## config.mk

```make
export PLATFORM = sky130hd
export DESIGN_NAME = lin_hdr_tx
export DESIGN_NICKNAME = d
export VERILOG_FILES = /design/src/rtl/lin_hdr_pkg.sv /design/src/rtl/lin_hdr_baud.sv /design/src/rtl/lin_hdr_pid.sv /design/src/rtl/lin_hdr_seq.sv /design/src/rtl/lin_hdr_tx.sv
export SDC_FILE = /design/constraint.sdc
export NUM_CORES = 1
export LEC_CHECK = 0
export BUFFER_PORTS_ARGS = -buffer_cell sky130_fd_sc_hd__clkbuf_2
export CAP_MARGIN = 20
export CORE_ASPECT_RATIO = 0.7
export CORE_UTILIZATION = 55
export DETAILED_ROUTE_END_ITERATION = 7
export PLACE_DENSITY = 0.79
export SLEW_MARGIN = 20
export SYNTH_ARGS = -nofsm -noshare
export SYNTH_HDL_FRONTEND = slang
export SYNTH_SLANG_ARGS = --single-unit
export TNS_END_PERCENT = 50
```

## constraint.sdc

```tcl
create_clock -name clk_i -period 3.3 [get_ports clk_i]
set_clock_uncertainty 0.1 [all_clocks]
set_input_delay 0.66 -clock clk_i [delete_from_list [all_inputs] [get_ports clk_i]]
set_output_delay 0.66 -clock clk_i [all_outputs]
set_load 0.005 [all_outputs]
```

## src/rtl/lin_hdr_pkg.sv

```systemverilog
package lin_hdr_pkg;
  typedef enum logic [1:0] {
    ST_IDLE = 2'd0,
    ST_BRK  = 2'd1,
    ST_SYNC = 2'd2,
    ST_ID   = 2'd3
  } hdr_state_e;

  localparam int unsigned BRK_LOW = 13;
  localparam int unsigned SH_W    = BRK_LOW + 1;
  localparam int unsigned FRAME_W = 10;
  localparam logic [7:0]  SYNC_CHAR = 8'h55;
endpackage

```

## src/rtl/lin_hdr_baud.sv

```systemverilog
module lin_hdr_baud #(
  parameter int unsigned DIV_W = 16
) (
  input  logic             clk_i,
  input  logic             rst_ni,
  input  logic             run_i,
  input  logic             restart_i,
  input  logic [DIV_W-1:0] div_i,
  output logic             tick_o
);
  logic [DIV_W-1:0] cnt_q;
  logic [DIV_W:0]   cnt_nxt;

  assign cnt_nxt = {1'b0, cnt_q} + 1'b1;
  // a divisor of 0 behaves as 1
  assign tick_o  = run_i && (cnt_nxt >= {1'b0, div_i});

  always_ff @(posedge clk_i or negedge rst_ni) begin
    if (!rst_ni)                 cnt_q <= '0;
    else if (restart_i || !run_i) cnt_q <= '0;
    else if (tick_o)             cnt_q <= '0;
    else                         cnt_q <= cnt_nxt[DIV_W-1:0];
  end
endmodule

```

## src/rtl/lin_hdr_pid.sv

```systemverilog
module lin_hdr_pid (
  input  logic       par_en_i,
  input  logic [7:0] id_i,
  output logic [7:0] id_o
);
  logic p0, p1;
  assign p0   = id_i[0] ^ id_i[1] ^ id_i[2] ^ id_i[4];
  assign p1   = ~(id_i[1] ^ id_i[3] ^ id_i[4] ^ id_i[5]);
  assign id_o = par_en_i ? {p1, p0, id_i[5:0]} : id_i;
endmodule

```

## src/rtl/lin_hdr_seq.sv

```systemverilog
module lin_hdr_seq
  import lin_hdr_pkg::*;
(
  input  logic       clk_i,
  input  logic       rst_ni,
  input  logic       tick_i,
  input  logic       start_i,
  input  logic [7:0] id_i,
  input  logic       rst_sta_i,
  output logic       busy_o,
  output logic       txd_o,
  output logic       tx_rdy_o,
  output logic       brk_done_o,
  output logic       id_done_o
);
  localparam int unsigned CNT_W = $clog2(SH_W);

  hdr_state_e       state_q;
  logic [SH_W-1:0]  sh_q;
  logic [CNT_W-1:0] bit_q;
  logic [7:0]       id_q;
  logic             last_bit, brk_set, id_set;

  function automatic logic [SH_W-1:0] frame(input logic [7:0] b);
    frame = {{(SH_W-FRAME_W){1'b1}}, 1'b1, b, 1'b0};
  endfunction

  assign busy_o   = (state_q != ST_IDLE);
  assign txd_o    = busy_o ? sh_q[0] : 1'b1;
  assign last_bit = (state_q == ST_BRK) ? (bit_q == CNT_W'(SH_W - 1))
                                        : (bit_q == CNT_W'(FRAME_W - 1));
  assign brk_set  = tick_i && last_bit && (state_q == ST_BRK);
  assign id_set   = tick_i && last_bit && (state_q == ST_ID);

  always_ff @(posedge clk_i or negedge rst_ni) begin
    if (!rst_ni) begin
      state_q  <= ST_IDLE;
      sh_q     <= '1;
      bit_q    <= '0;
      id_q     <= '0;
      tx_rdy_o <= 1'b1;
    end else if (start_i && !busy_o) begin
      state_q  <= ST_BRK;
      sh_q     <= {1'b1, {BRK_LOW{1'b0}}};
      bit_q    <= '0;
      id_q     <= id_i;
      tx_rdy_o <= 1'b0;
    end else if (tick_i && busy_o) begin
      if (!last_bit) begin
        sh_q  <= {1'b1, sh_q[SH_W-1:1]};
        bit_q <= bit_q + 1'b1;
      end else begin
        bit_q <= '0;
        unique case (state_q)
          ST_BRK: begin
            state_q <= ST_SYNC;
            sh_q    <= frame(SYNC_CHAR);
          end
          ST_SYNC: begin
            state_q  <= ST_ID;
            sh_q     <= frame(id_q);
            tx_rdy_o <= 1'b1;
          end
          default: begin
            state_q <= ST_IDLE;
            sh_q    <= '1;
          end
        endcase
      end
    end
  end

  // set wins over clear
  always_ff @(posedge clk_i or negedge rst_ni) begin
    if (!rst_ni) begin
      brk_done_o <= 1'b0;
      id_done_o  <= 1'b0;
    end else begin
      if (brk_set)        brk_done_o <= 1'b1;
      else if (rst_sta_i) brk_done_o <= 1'b0;
      if (id_set)         id_done_o  <= 1'b1;
      else if (rst_sta_i) id_done_o  <= 1'b0;
    end
  end
endmodule

```

## src/rtl/lin_hdr_tx.sv

```systemverilog
module lin_hdr_tx #(
  parameter int unsigned DIV_W = 16
) (
  input  logic             clk_i,
  input  logic             rst_ni,
  input  logic [DIV_W-1:0] baud_div_i,
  input  logic             par_en_i,
  input  logic             id_wr_i,
  input  logic [7:0]       id_data_i,
  input  logic             rst_sta_i,
  output logic             txd_o,
  output logic             tx_rdy_o,
  output logic             brk_done_o,
  output logic             id_done_o
);
  logic       busy, tick, start;
  logic [7:0] pid;

  assign start = id_wr_i && !busy;

  lin_hdr_baud #(.DIV_W(DIV_W)) u_baud (
    .clk_i     (clk_i),
    .rst_ni    (rst_ni),
    .run_i     (busy),
    .restart_i (start),
    .div_i     (baud_div_i),
    .tick_o    (tick)
  );

  lin_hdr_pid u_pid (
    .par_en_i (par_en_i),
    .id_i     (id_data_i),
    .id_o     (pid)
  );

  lin_hdr_seq u_seq (
    .clk_i      (clk_i),
    .rst_ni     (rst_ni),
    .tick_i     (tick),
    .start_i    (start),
    .id_i       (pid),
    .rst_sta_i  (rst_sta_i),
    .busy_o     (busy),
    .txd_o      (txd_o),
    .tx_rdy_o   (tx_rdy_o),
    .brk_done_o (brk_done_o),
    .id_done_o  (id_done_o)
  );
endmodule

```

==> results of run 1 <==
-- cell type report --
cell class	count	share of cell area (%)
Tap cell	69	2.584
Inverter	27	3.034
Timing Repair Buffer	48	8.614
Multi-Input combinational cell	210	48.39
Sequential cell	46	34.98
Clock buffer	8	2.397
-- power groups by stage --
stage | clock [mW] | combinational, mW | sequential (mW)
after CTS | 0.343 | 0.305 | 0.650
after detailed placement | 0 | 0.303 | 0.661
after global routing | 0.367 | 0.346 | 0.657
after floorplan | 0 | 0.193 | 0.658
final | 0.340 | 0.309 | 0.653
after global placement | 0 | 0.286 | 0.658
-- cell families (layout without fill, tap and decap cells) --
family / Yosys count / count (layout) / synth area share [%]
compound gates: 54 / 54 / 12.76
xor+xnor: 20 / 20 / 6.137
fa+ha+maj: 24 / 24 / 10.52
buf+inv: 37 / 83 / 5.173
flops: 46 / 46 / 40.95
mux: 16 / 16 / 5.875
simple gates: 96 / 96 / 18.59
-- timing repair --
item | CTS | global route
pin swaps | 0 | 4
endpoints found under the setup margin | 10 | 38
setup buffers | 0 | 6
endpoints found under the hold margin | 0 | 0
resized for setup | 1 | 18
-- final timing paths --
check,slack [ns],to,from,cells after the start
worst max register to register,0.1,u_seq.sh_q[0],u_baud.cnt_q[0],13
worst min register to register,0.36,u_seq.sh_q[12],u_seq.sh_q[12],2
worst max-delay path,0.1,u_seq.sh_q[0],u_baud.cnt_q[0],13
max in group asynchronous,2.26,u_seq.sh_q[11],rst_ni,2
worst min-delay path,0.17,u_baud.cnt_q[2],rst_ni,1
min in group clk_i,0.36,u_seq.sh_q[12],u_seq.sh_q[12],2
-- through the flow --
stage	power (mW)	instance area [um2]	hold slack (ns)
final	1.302	3341	0.1707
after global routing	1.371	3341	0.1900
after CTS	1.298	3214	0.1803
after detailed placement	0.9634	3129	0.3520
after global placement	0.9441	3129	0.3469
after floorplan	0.8514	2854	0.2644
-- cells in the final DEF (no fill, tap or decap), types with 3 or more instances in the layout --
cell	count
xnor2_1	15
a21oi_1	18
o21ai_0	12
dfstp_2	14
nand2_1	32
mux2_2	6
and3_1	4
xor2_1	4
nor2_1	15
mux2i_1	10
and3b_1	13
clkbuf_8	5
buf_4	14
a22o_1	6
dfrtp_1	32
nand3_1	9
clkbuf_2	32
inv_1	27
and4_1	3
ha_1	23
clkbuf_1	3
-- metal layers --
layer / track usage, % / part of all wire, %
met5: 0 / 0
met2: 34.50 / 44
met4: 5.847 / 0.41
met3: 5.053 / 3.4
met1: 38.01 / 52
-- synthesized netlist by cell type (2+ instances only) --
cell type / instances / area share (%)
a22o_1: 6 / 1.8
o21ai_0: 12 / 2.1
nor2_1: 16 / 2.1
o22ai_1: 2 / 0.44
mux2i_1: 10 / 3.5
dfrtp_1: 32 / 28
a21oi_1: 18 / 3.2
ha_1: 24 / 11
xnor2_1: 16 / 4.9
nand4_1: 2 / 0.44
and4_1: 4 / 1.2
nand2b_1: 2 / 0.44
nand3_1: 10 / 1.8
xor2_1: 4 / 1.2
nor3_1: 4 / 0.70
nor3b_1: 2 / 0.53
clkbuf_1: 8 / 1.1
nand2_1: 33 / 4.3
and3b_1: 13 / 4.0
o311ai_1: 2 / 0.61
and3_1: 4 / 0.88
inv_1: 27 / 3.6
mux2_2: 6 / 2.4
dfstp_2: 14 / 13
-- flip-flops by register name (all words and copies together) (netlist names) --
signal,count
u_seq.brk_done_o,1
u_seq.sh_q,13
u_seq.tx_rdy_o,1
u_seq.id_q,8
u_baud.cnt_q,16
u_seq.state_q,2
u_seq.bit_q,4
u_seq.id_done_o,1
-- critical path, delay by kind of cell (launching register included) --
| kind | cells | cell delay [ns] |
|---|---|---|
| muxes | 1 | 0.18 |
| xor gates and xnor gates | 1 | 0.13 |
| and+or+nand+nor | 6 | 1.11 |
| AOI/OAI and AO/OA | 2 | 0.50 |
| adders and majority gates | 2 | 0.53 |
| DFF | 1 | 0.43 |
| buffers and inverters | 1 | 0.16 |
==> flow_summary_export.csv, run 1 <==
group,metric,value,unit
floorplan,fp.dieW,88.10,um
cts,hold_buffers,0,
placement,place_ws,-0.07085,ns
timing,min_period_over_period,96.99,%
drt,routed_wl,6135,um
finish,multi_input_area,1617,um2
synthesis,ys_ff_latch,46,
status,status,"complete, no violations",
drt,first_pass_iters,4,
floorplan,num_rows,21,
timing,worst_pin_slew,0.7339,ns
finish,register_area,1169,um2
pwr,comb_power_share,23.7,%
floorplan,die_y,62.27,um
cts,clock-sinks,46,
pwr,clock_power_share,26.1,%
placement,port-buffer-count,32,
synthesis,synth_edf_count,0,
floorplan,ios,33,
pwr,pwr-share-seq,50.1,%
global_route,grt_pass1_vias,2148,
cts,clk_latency,0.30,ns
timing,setup_viol,0,
timing,slew_headroom,50.96,%
synthesis,synth_fp_nets,346,
global_route,grt_overflow_total,0,
cts,cts_root_buf,"clkbuf_8",
cts,cts_buffers,5,
synthesis,yosysWarnings,0,
global_route,grt_usage,24.39,%
finish,stdcell_count,408,
synthesis,synth-main-ff-cell,"dfrtp_1",
synthesis,ys_async_sr_fraction,100.0,%
synthesis,synth_cell_type_count,46,
global_route,grt_start_max_net_pins,22,
floorplan,start_util,58.40,%
cts,clk_pin_slew_worst_paths,0.08,ns
critical_path,cpMaxStageDelayCell,"dfrtp_1",
pwr,power_switching,0.3973,mW
timing,setup_tns,0,ns
critical_path,cp_cell_sequence,"ha_2, and4_4, nand4_4, nand2b_4, xnor2_2, ha_1, nand2_1, nor3_4, nand4_1, o211a_4, a21oi_4, buf_6, mux2i_1",
critical_path,cp-start-kind,"flip-flop",
drt,ant_nets,0,
finish,fin_util,68.36,%
cts,htree_levels,2,
finish,num_antenna_cells,0,
timing,hold_viol,0,
floorplan,die_area,5486,um2
global_route,grt_pass1_wl,10390,um
critical_path,critPathMaxFanout,9,
synthesis,synth_area,2854,um2
drt,vias,2234,
finish,drive_above_1_share,27.73,%
timing,fmax,312.4,MHz
timing,period_needed,3.201,ns
placement,dpl.hpwl,4559,um
drt,routed_via_density,5.475,
critical_path,critPathArrivalTime,3.33,ns
synthesis,yosysSeqAreaShare,40.95,%
synthesis,avgSynthCellArea,9.741,um2
drt,post-route-drc-count,0,
global_route,antenna_found_initial,0,
pwr,p_int,0.9048,mW
pwr,p_sw_share,30.51,%
critical_path,cp.required,3.43,ns
cts,cts_tree,"built",
placement,gp_congestion,0.8262,
finish,areaGrowthSynthToFinish,17.05,%
finish,nets,391,
pwr,ir_drop,0.0002541,V
timing,slew_violations,0,
floorplan,core_region_area,4887,um2
run,drv_cap,0,
drt,post_drt_wl_per_cell,15.04,um
drt,drt_iter0_drc,116,
hold_path,min_path_type,"input port to asynchronous set/reset pin",
critical_path,cp-end-kind,"flip-flop",
pwr,p_leak,1.684,nW
placement,dp_cells,394,
critical_path,critPathKind,"flip-flop to flip-flop",
timing,fin_ws,0.09946,ns
synthesis,syn_inst,293,
critical_path,slowest_delay,0.43,ns
cts,cts_buffer_depth,2,
finish,fillCellCount,386,
pwr,power_density,389.8,nW/um2
No activity file was read; power rests on OpenSTA's default activity.
==> run 2, diff against run 1 <==
- ABC_AREA: default -> 1
- PLACE_DENSITY: 0.79 -> 0.78
==> run 2 against run 1 <==
Synthesized cell count rose by 30%. Non-clock buffer count is 4 lower. Core utilization is 1.2 points lower. Flip-flop and latch count is the same. Worst setup slack improved by 0.0019 ns. Combinational power grew 36%. First-iteration DRC count fell by 14%.
==> flow_summary_export.csv, run 2 <==
group,metric,value,unit
global_route,antenna_found_initial,0,
synthesis,syn_inst,381,
drt,routed_via_density,5.030,
pwr,p_leak,1.927,nW
floorplan,num_rows,22,
global_route,busiest_layer,"met2",
timing,setup_viol,0,
floorplan,ios,33,
synthesis,synth_top_area_share,25.58,%
critical_path,regToRegStartpoint,"u_baud.cnt_q[0]",
global_route,met1_usage,34.75,%
synthesis,netlist_top_cells_count,"nand2_1, inv_1, dfrtp_1, ha_1, o21ai_0",
global_route,grt_pass1_vias,2375,
cts,cts_buffers,5,
drt,post-route-drc-count,0,
critical_path,cp-start-kind,"flip-flop",
global_route,grt_usage,23.79,%
drt,first_pass_iters,4,
pwr,ir_drop,0.0003318,V
global_route,grt_pass1_wl,11020,um
synthesis,synth_fp_nets,434,
cts,clk_pin_slew_worst_paths,0.08,ns
timing,hold_viol,0,
run,drv_cap,0,
finish,drive_above_1_share,27.70,%
placement,port-buffer-count,32,
synthesis,post-synth-top-count-cell,"nand2_1",
critical_path,critPathKind,"flip-flop to flip-flop",
placement,dp_cells,480,
drt,ant_nets,0,
synthesis,ys_async_sr_fraction,100.0,%
finish,largest_register_ffs,16,
synthesis,ys_top_cells_by_area,"dfrtp_1, dfstp_2, nand2_1",
timing,slew_headroom,37.69,%
timing,slew_violations,0,
critical_path,setup.worst_path.start,"u_baud.cnt_q[0]",
pwr,p_total,1.487,mW
synthesis,ys_ff_latch,46,
pwr,power_density,412.8,nW/um2
global_route,grt_use_met2,37.13,%
cts,clock-sinks,46,
global_route,grt_start_max_net_pins,38,
finish,max_flop_register,"u_baud.cnt_q",
hold_path,min_path_type,"input port to asynchronous set/reset pin",
global_route,grtUsageMet3,3.819,%
synthesis,synth-main-ff-cell,"dfrtp_1",
finish,largestRegisters,"u_baud.cnt_q: 16 flops, u_seq.sh_q: 13 flops, u_seq.id_q: 8 flops",
finish,areaGrowthSynthToFinish,15.07,%
finish,layout_common_cells,"nand2_1, inv_1, clkbuf_2, dfrtp_1",
synthesis,synth_edf_count,0,
synthesis,yosysWarnings,0,
floorplan,start_util,58.32,%
critical_path,critPathArrivalTime,3.33,ns
critical_path,cp-end-kind,"flip-flop",
synthesis,avgSynthCellArea,8.217,um2
synthesis,synth_area,3131,um2
placement,gp_congestion,0.8182,
cts,cts_tree,"built",
cts,clk_latency,0.31,ns
critical_path,critPathMaxFanout,5,
global_route,grt_overflow_total,0,
timing,worst_pin_slew,0.9346,ns
cts,htree_levels,2,
finish,stdcell_count,498,
floorplan,core_region_area,5368,um2
timing,period_needed,3.199,ns
drt,post_drt_wl_per_cell,13.39,um
timing,hold-worst-slack,0.3776,ns
floorplan,fp.dieW,92.18,um
finish,num_antenna_cells,0,
timing,fmax,312.6,MHz
critical_path,cp.required,3.43,ns
drt,routed_wl,6668,um
synthesis,synth_cell_type_count,36,
status,status,"complete, no violations",
drt,vias,2505,
floorplan,die_area,6002,um2
finish,final_common_cell,"nand2_1",
placement,dpl.hpwl,4748,um
cts,cts_buffer_depth,2,
synthesis,yosysSeqAreaShare,37.33,%
timing,min_period_over_period,96.93,%
synthesis,synth_top_area_cell,"dfrtp_1",
finish,nets,478,
cts,hold_buffers,0,
floorplan,die_y,65.12,um
cts,cts_root_buf,"clkbuf_8",
finish,fin_util,67.11,%
drt,drt_iter0_drc,100,
==> run 2: cells by family (layout without fill, tap and decap cells) <==
family	Yosys count	after routing	share of synthesized area (%)
flip-flops	46	46	37.33
buffers and inverters	78	122	10.75
adder cells (fa/ha/maj)	24	24	9.592
XOR/XNOR	17	17	4.996
AND/OR/NAND/NOR	172	173	29.26
AO/OA/AOI/OAI	44	44	8.073
==> run 2: timing repair <==
item,4_1_cts,5_1_grt
pin swaps,0,7
resized for setup,1,18
setup endpoints to repair,1,38
buffers inserted,0,9
cloned,0,1
hold endpoints to repair,0,0
==> run 2: critical path, stage by stage, from the launching register on <==
cell and delay, ns:
dfrtp_1 0.42, ha_2 0.22, nand2_2 0.07, nor2_4 0.19, nand3_4 0.13, inv_1 0.09
nand3_1 0.13, xor2_2 0.21, inv_1 0.10, ha_4 0.28, nand2_2 0.05, nor2_2 0.16
nand4_1 0.15, nor2_1 0.15, nor2_2 0.06, nand3_4 0.12, buf_4 0.13, nand4_1 0.14
a21oi_1 0.20
==> run 2: final timing paths <==
path | end | slack [ns] | cells after the start
max | u_seq.tx_rdy_o | 0.10 | 18
min | u_baud.cnt_q[13] | 0.38 | 1
max reg2reg | u_seq.tx_rdy_o | 0.10 | 18
min reg2reg | u_seq.sh_q[3] | 0.38 | 2
max in group asynchronous | u_seq.sh_q[0] | 1.94 | 2
min in group clk_i | u_seq.sh_q[3] | 0.38 | 2
==> run 2: report_power, final <==
group | switching, mW | total, mW | leakage (nW) | internal, mW
sequential | 0.0422 | 0.653 | 0.529 | 0.611
clock | 0.188 | 0.415 | 0.0524 | 0.227
combinational | 0.247 | 0.419 | 1.35 | 0.172
total | 0.478 | 1.49 | 1.93 | 1.01
==> run 2: stage by stage <==
step / TNS [ns] / setup WS (ns) / cell area (um2)
global route: -2.675 / -0.1476 / 3602
detailed placement: 0 / 0.03494 / 3329
floorplan: 0 / 0.5070 / 3131
finish: 0 / 0.1014 / 3602
global placement: 0 / 0.2315 / 3329
CTS: 0 / 0.01504 / 3445
==> run 2: layout make-up <==
class                   instances  area, um2
clock inverters                 1      30.03
fillers                       456       1765
clock buffers                   7      76.32
well taps                      72      90.09
repair buffers                 44      254.0
flip-flops and latches         46       1169
multi-input cells             258       1717
inverters                      70      266.5
==> run 2: routing by layer <==
metal / share of wire [%] / up-vias
met5: 0 / -
met4: 1.4 / 0
met1: 48 / 1173
met2: 46 / 56
met3: 4.8 / 10
li1: - / 1266
